**src/rtl/spi_fetch_pkg.sv**
```systemverilog
package spi_fetch_pkg;
  localparam logic [7:0] FAST_READ_OP = 8'h0B;
  localparam int OP_W       = 8;
  localparam int DUMMY_BITS = 8;

  typedef enum logic [2:0] {
    ST_IDLE,   // deselected, ready
    ST_GAP,    // deselected, minimum high time
    ST_CMD,    // opcode + address
    ST_DUMMY,  // dummy clocks
    ST_DATA,   // data clocks
    ST_HOLD    // selected, parked, ready for a streamed word
  } fetch_state_e;
endpackage

```
**src/rtl/spi_bit_engine.sv**
```systemverilog
// Shifts a burst of nbits serial bits; two system cycles per bit.
module spi_bit_engine #(
  parameter int SH_W = 32,
  parameter int RX_W = 32,
  localparam int CNT_W = $clog2(SH_W + 1)
) (
  input  logic             clk,
  input  logic             rst_n,
  input  logic             start,
  input  logic [CNT_W-1:0] nbits,
  input  logic [SH_W-1:0]  tx_word,
  input  logic             miso,
  output logic             done,
  output logic             sck,
  output logic             mosi,
  output logic [RX_W-1:0]  rx_word
);
  logic             active, phase;
  logic [CNT_W-1:0] cnt;
  logic [SH_W-1:0]  sh_tx;

  always_ff @(posedge clk or negedge rst_n) begin
    if (!rst_n) begin
      active  <= 1'b0;
      phase   <= 1'b0;
      sck     <= 1'b0;
      done    <= 1'b0;
      cnt     <= '0;
      sh_tx   <= '0;
      rx_word <= '0;
    end else begin
      done <= 1'b0;
      if (!active) begin
        if (start) begin
          active <= 1'b1;
          phase  <= 1'b0;
          cnt    <= nbits;
          sh_tx  <= tx_word;
        end
      end else if (!phase) begin
        // rising serial edge: capture input bit
        sck     <= 1'b1;
        phase   <= 1'b1;
        rx_word <= {rx_word[RX_W-2:0], miso};
      end else begin
        // falling serial edge: advance output bit
        sck   <= 1'b0;
        phase <= 1'b0;
        sh_tx <= sh_tx << 1;
        cnt   <= cnt - CNT_W'(1);
        if (cnt == CNT_W'(1)) begin
          active <= 1'b0;
          done   <= 1'b1;
        end
      end
    end
  end

  assign mosi = sh_tx[SH_W-1];
endmodule

```
**src/rtl/spi_seq_tracker.sv**
```systemverilog
// Remembers the address that would continue the current stream.
module spi_seq_tracker #(
  parameter int ADDR_W = 24,
  parameter int STRIDE = 4
) (
  input  logic              clk,
  input  logic              rst_n,
  input  logic              load,
  input  logic [ADDR_W-1:0] load_addr,
  input  logic [ADDR_W-1:0] req_addr,
  output logic              is_next
);
  logic [ADDR_W-1:0] next_q;

  always_ff @(posedge clk or negedge rst_n) begin
    if (!rst_n)    next_q <= '0;
    else if (load) next_q <= load_addr + ADDR_W'(STRIDE);
  end

  assign is_next = (req_addr == next_q);
endmodule

```
**src/rtl/spi_word_fetch.sv**
```systemverilog
module spi_word_fetch
  import spi_fetch_pkg::*;
#(
  parameter int ADDR_W  = 24,
  parameter int WORD_W  = 32,
  parameter int GAP_CYC = 2
) (
  input  logic              clk,
  input  logic              rst_n,
  input  logic              req_valid,
  output logic              req_ready,
  input  logic [ADDR_W-1:0] req_addr,
  output logic              rsp_valid,
  output logic [WORD_W-1:0] rsp_data,
  output logic              spi_sck,
  output logic              spi_cs_n,
  output logic              spi_mosi,
  input  logic              spi_miso
);
  localparam int CMD_W = OP_W + ADDR_W;
  localparam int SH_W  = (CMD_W > WORD_W) ? CMD_W : WORD_W;
  localparam int CNT_W = $clog2(SH_W + 1);
  localparam int GAP_W = $clog2(GAP_CYC + 1);

  fetch_state_e      state;
  logic [ADDR_W-1:0] cur_addr;
  logic [GAP_W-1:0]  gap_cnt;
  logic              pend;
  logic              accept, is_next, eng_done, eng_start, trk_load;
  logic [CNT_W-1:0]  eng_nbits;
  logic [SH_W-1:0]   eng_tx;
  logic [WORD_W-1:0] eng_rx;

  assign req_ready = (state == ST_IDLE) || (state == ST_HOLD);
  assign accept    = req_valid && req_ready;
  assign trk_load  = (state == ST_DATA) && eng_done;

  function automatic logic [SH_W-1:0] cmd_frame(input logic [ADDR_W-1:0] a);
    return SH_W'({FAST_READ_OP, a}) << (SH_W - CMD_W);
  endfunction

  always_comb begin
    eng_start = 1'b0;
    eng_nbits = '0;
    eng_tx    = '0;
    unique case (state)
      ST_IDLE: if (accept) begin
        eng_start = 1'b1; eng_nbits = CNT_W'(CMD_W); eng_tx = cmd_frame(req_addr);
      end
      ST_GAP: if (gap_cnt == '0 && pend) begin
        eng_start = 1'b1; eng_nbits = CNT_W'(CMD_W); eng_tx = cmd_frame(cur_addr);
      end
      ST_CMD: if (eng_done) begin
        eng_start = 1'b1; eng_nbits = CNT_W'(DUMMY_BITS);
      end
      ST_DUMMY: if (eng_done) begin
        eng_start = 1'b1; eng_nbits = CNT_W'(WORD_W);
      end
      ST_HOLD: if (accept && is_next) begin
        eng_start = 1'b1; eng_nbits = CNT_W'(WORD_W);
      end
      default: ;
    endcase
  end

  always_ff @(posedge clk or negedge rst_n) begin
    if (!rst_n) begin
      state     <= ST_IDLE;
      spi_cs_n  <= 1'b1;
      cur_addr  <= '0;
      gap_cnt   <= '0;
      pend      <= 1'b0;
      rsp_valid <= 1'b0;
      rsp_data  <= '0;
    end else begin
      rsp_valid <= 1'b0;
      unique case (state)
        ST_IDLE: if (accept) begin
          cur_addr <= req_addr;
          spi_cs_n <= 1'b0;
          state    <= ST_CMD;
        end
        ST_GAP: begin
          if (gap_cnt == '0) begin
            if (pend) begin
              spi_cs_n <= 1'b0;
              pend     <= 1'b0;
              state    <= ST_CMD;
            end else begin
              state <= ST_IDLE;
            end
          end else begin
            gap_cnt <= gap_cnt - GAP_W'(1);
          end
        end
        ST_CMD:   if (eng_done) state <= ST_DUMMY;
        ST_DUMMY: if (eng_done) state <= ST_DATA;
        ST_DATA: if (eng_done) begin
          rsp_valid <= 1'b1;
          rsp_data  <= eng_rx;
          state     <= ST_HOLD;
        end
        ST_HOLD: begin
          if (accept && is_next) begin
            cur_addr <= req_addr;
            state    <= ST_DATA;
          end else begin
            // release, or jump: close the stream first
            spi_cs_n <= 1'b1;
            gap_cnt  <= GAP_W'(GAP_CYC - 1);
            pend     <= accept;
            if (accept) cur_addr <= req_addr;
            state    <= ST_GAP;
          end
        end
        default: state <= ST_IDLE;
      endcase
    end
  end

  spi_bit_engine #(.SH_W(SH_W), .RX_W(WORD_W)) u_engine (
    .clk     (clk),
    .rst_n   (rst_n),
    .start   (eng_start),
    .nbits   (eng_nbits),
    .tx_word (eng_tx),
    .miso    (spi_miso),
    .done    (eng_done),
    .sck     (spi_sck),
    .mosi    (spi_mosi),
    .rx_word (eng_rx)
  );

  spi_seq_tracker #(.ADDR_W(ADDR_W), .STRIDE(WORD_W / 8)) u_tracker (
    .clk       (clk),
    .rst_n     (rst_n),
    .load      (trk_load),
    .load_addr (cur_addr),
    .req_addr  (req_addr),
    .is_next   (is_next)
  );
endmodule

```
**config.mk**
```make
export PLATFORM = sky130hd
export DESIGN_NAME = spi_word_fetch
export DESIGN_NICKNAME = d
export VERILOG_FILES = /design/src/rtl/spi_fetch_pkg.sv /design/src/rtl/spi_bit_engine.sv /design/src/rtl/spi_seq_tracker.sv /design/src/rtl/spi_word_fetch.sv
export SDC_FILE = /design/constraint.sdc
export NUM_CORES = 1
export LEC_CHECK = 0
export BUFFER_PORTS_ARGS = -buffer_cell sky130_fd_sc_hd__buf_2
export CAP_MARGIN = 10
export CELL_PAD_IN_SITES_DETAIL_PLACEMENT = 0
export CELL_PAD_IN_SITES_GLOBAL_PLACEMENT = 1
export CORE_UTILIZATION = 35
export CTS_CLUSTER_DIAMETER = 100
export CTS_CLUSTER_SIZE = 24
export DETAILED_ROUTE_END_ITERATION = 16
export PLACE_DENSITY_LB_ADDON = 0.1
export SLEW_MARGIN = 20
export SYNTH_ARGS = -nofsm -noshare
export SYNTH_HDL_FRONTEND = slang
export SYNTH_HIERARCHICAL = 1
export SYNTH_SLANG_ARGS = --single-unit
```
**constraint.sdc**
```tcl
create_clock -name clk -period 2.65 [get_ports clk]
set_clock_uncertainty 0.15 [all_clocks]
set_input_delay 0 -clock clk [delete_from_list [all_inputs] [get_ports clk]]
set_output_delay 0 -clock clk [all_outputs]
set_load 0.02 [all_outputs]
```
==> results.toml <==
[worst_setup_path]
arrival_ps = 2770
crit_type = "flip-flop to flip-flop"
crit_chain = "xor2_1 -> nor4_1 -> nand4_1 -> nor3_4 -> and4b_1 -> a211o_4 -> buf_6 -> mux2i_4 -> buf_4 -> a21oi_2 -> o22a_1"
worst-r2r-cell-count = 11
max_stage_delay_ps = 400
r2r_start = "u_tracker/next_q[0]"
slowest_stage = "dfrtp_1"
cp-end-kind = "flip-flop"
critPathLaunchType = "flip-flop"
required_ps = 2820
reg2reg_slack_ps = 50
rr_endpoint = "u_engine/cnt[4]"
cp_max_fo = 4
crit_path_start = "u_tracker/next_q[0]"

[route]
viasPerCell = 5.01
drcViolationCount = 0
first_pass_iters = 4
first_iter_violations = 212
finalWirelength_mm = 19.0
vias = 5614
drtAntennaViolNets = 0
wire_per_inst_um = 17.0

[power]
ir_drop_mv = 0.458
power_frac_clock_pct = 33.2
finalPower_mw = 7.30
p_sw_mw = 2.43
power.density_nw_per_um2 = 745
p_seq_share_pct = 43.3
p_leak_nw = 4.83
internal_power_mw = 4.87
switching_share_pct = 33.3
pwr-share-comb_pct = 23.5

[placement]
place.port_buffers = 64
place_hpwl_mm = 11.7
place.gp.congestion = 0.747

[layout]
area_delta_synth_final_pct = 28.1
drive_gt1_share_pct = 29.9
antenna_cells = 0
n_fill_cell = 2033
final_nets = 865

[yosys]
syn_inst = 711
netlist_top_cells_area = "dfrtp_1 53%, mux2_2 8.7%, nand2_1 7.2%"
synthArstFlopShare_pct = 100
ys_types = 60
synth_edf_count = 0
avgSynthCellArea_um2 = 10.8
synth_ff_type = "dfrtp_1"
synth_top_area_share_pct = 52.6
yosysSeqAreaShare_pct = 53.0
yosys_warnings = 6
ys_ff_latch = 162
yosysTopAreaCell = "dfrtp_1"
netlist_area_um2 = 7660

[global_route]
grt_pass1_wl_mm = 30.8
met1_usage_pct = 24.7
met2_usage_pct = 28.4
grt_usage_pct = 17.9
first_global_vias = 5686
antenna_found_initial = 0
gr-total-overflow = 0
top_usage_layer = "met2"
use_met3_pct = 2.90
grt_start_max_net_pins = 72

[clock_network]
cts_buffer_depth = 2
cts.sinks = 162
cts_root_buf = "clkbuf_16"
cts_tree = "yes"
cts.clk_slew.worst_paths_ps = 70
clk_latency_ps = 430
htree_levels = 4
cts_made_buffers = 17

[run_status]
status = "completed"

[sta]
slew_violations = 0
hold_viol_final = 0
setup_tns_ps = 0
grt_setup_unrepaired = "yes"
final-setup-viol-count = 0
worst_pin_slew_ps = 648
min_period_ps = 2600
fin_crit_sh_pct = 98.0
slew_headroom_pct = 56.5
max_freq_ghz = 0.385

[floorplanning]
row_count = 53
start_util_pct = 36.1
die_h_um = 150
ios = 65
fp.dieArea_um2 = 22500
core_area_um2 = 21200
die_x_um = 150

[min_path]
hold_class = "input port to flip-flop"
hp-start = "spi_miso"
whs_path_depth = 4
min_to = "u_engine/rx_word[0]"

[job]
max_cap_viol_count = 0
-- power by group through the flow --
stage | logic, mW | registers, mW | clock network [mW]
floorplan | 0.939 | 3.08 | 0
global placement | 1.24 | 3.17 | 0
detailed placement | 1.27 | 3.18 | 0
CTS | 1.53 | 3.15 | 2.51
global route | 1.90 | 3.22 | 2.60
finish | 1.71 | 3.16 | 2.43
-- worst max-delay path, delay by kind of cell, from the launching register on --
family	cells	cell delay, ps
multiplexers	1	270
AO/OA/AOI/OAI	3	600
buffers and inverters	2	310
flip-flops	1	400
AND/OR/NAND/NOR	4	510
XOR/XNOR	1	260
-- routing by layer --
| layer | wire length [um] | vias to the layer above | part of all wire (%) |
|---|---|---|---|
| met1 | 9260 | 2818 | 49 |
| met4 | 244 | 0 | 1.3 |
| met3 | 460 | 17 | 2.4 |
| met5 | 0 | - | 0 |
| li1 | - | 2697 | - |
| met2 | 9060 | 82 | 48 |
-- cells by family (layout without fill, tap and decap cells) --
logic type | count (synthesis) | in the layout | share of synthesized area (%)
mux | 98 | 101 | 13.8
simple gates | 236 | 236 | 14.8
compound gates | 114 | 114 | 9.92
other cells | 1 | 10 | 0.0490
flops | 162 | 162 | 53.0
xor+xnor | 39 | 39 | 4.46
buf+inv | 57 | 180 | 3.35
fa+ha+maj | 4 | 4 | 0.654
-- cells in the mapped netlist, drive strengths merged (2+ instances only) --
cell,instances
a31o,2
nand3,11
nand2b,6
nor2,25
or3,2
mux2,59
a21oi,17
nor3,7
nor2b,6
o21ai,39
and3b,2
nand4,7
o22a,3
a21o,2
a22o,24
ha,4
a211o,4
xnor2,18
o31a,2
a31oi,5
mux2i,39
o22ai,3
clkbuf,17
dfrtp,161
nand2,146
buf,24
nor4,8
inv,16
or4,2
xor2,21
a211oi,3
or2,2
nor3b,5
nand3b,2
-- worst max path at each step --
| stage | to | slack (ps) | cells past startpoint |
|---|---|---|---|
| 6_report | u_engine/cnt[4] | 50 | 11 |
| 2_1_floorplan | u_engine/cnt[1] | 150 | 12 |
| 3_3_place_gp | u_engine/sh_tx[3] | -170 | 11 |
| 5_1_grt | u_engine/cnt[3] | -40 | 11 |
| 3_5_place_dp | u_engine/sh_tx[8] | -260 | 10 |
| 4_1_cts | u_engine/cnt[3] | -30 | 11 |
-- final cells by class --
type / instances / area, um^2 / area share [%]
sequential: 162 / 4060 / 41.4
multi-input combinational: 504 / 3670 / 37.4
timing repair buffer: 132 / 1100 / 11.2
clock buffer: 17 / 425 / 4.34
tap: 275 / 344 / 3.51
clock inverter: 15 / 156 / 1.59
inverter: 16 / 60.1 / 0.612
-- flip-flops by register name, summed over array words and instances (netlist names) --
signal,count
u_tracker/next_q,24
state,3
u_engine/active,1
gap_cnt,2
u_engine/rx_word,32
rsp_valid,1
spi_cs_n,1
u_engine/done,1
u_engine/sck,1
u_engine/phase,1
cur_addr,24
u_engine/cnt,6
u_engine/sh_tx,32
rsp_data,32
pend,1
-- stage by stage --
stage	setup slack [ps]	cells	instance area, um^2	hold slack [ps]	util, %
after CTS	-33.4	1111	9480	129	44.7
after detailed placement	-256	1042	8420	-150	39.7
after floorplan	147	720	7690	-446	-
after global routing	-40.3	1121	9810	164	46.2
final	52.1	1121	9810	147	46.2
after global placement	-165	1042	8420	-155	39.7
-- placed cells by master, fill, tap and decap left out, types with 24 or more instances in the layout --
cell,netlist,routed
mux2i_1,38,38
buf_4,5,24
buf_2,18,64
nor2_1,25,25
mux2_2,59,59
dfrtp_1,161,160
nand2_1,146,133
o21ai_1,0,25
dlygate4sd3_1,0,28
a22o_1,24,24
-- what timing repair did --
item | 4_1_cts | 5_1_grt
pin swaps | 7 | 17
gates resized for setup | 28 | 55
cloned | 5 | 4
hold buffers | 29 | 0
hold endpoints to repair | 218 | 0
setup buffers | 3 | 8
setup endpoints to repair | 38 | 39
(Power assumes the default switching activity.)
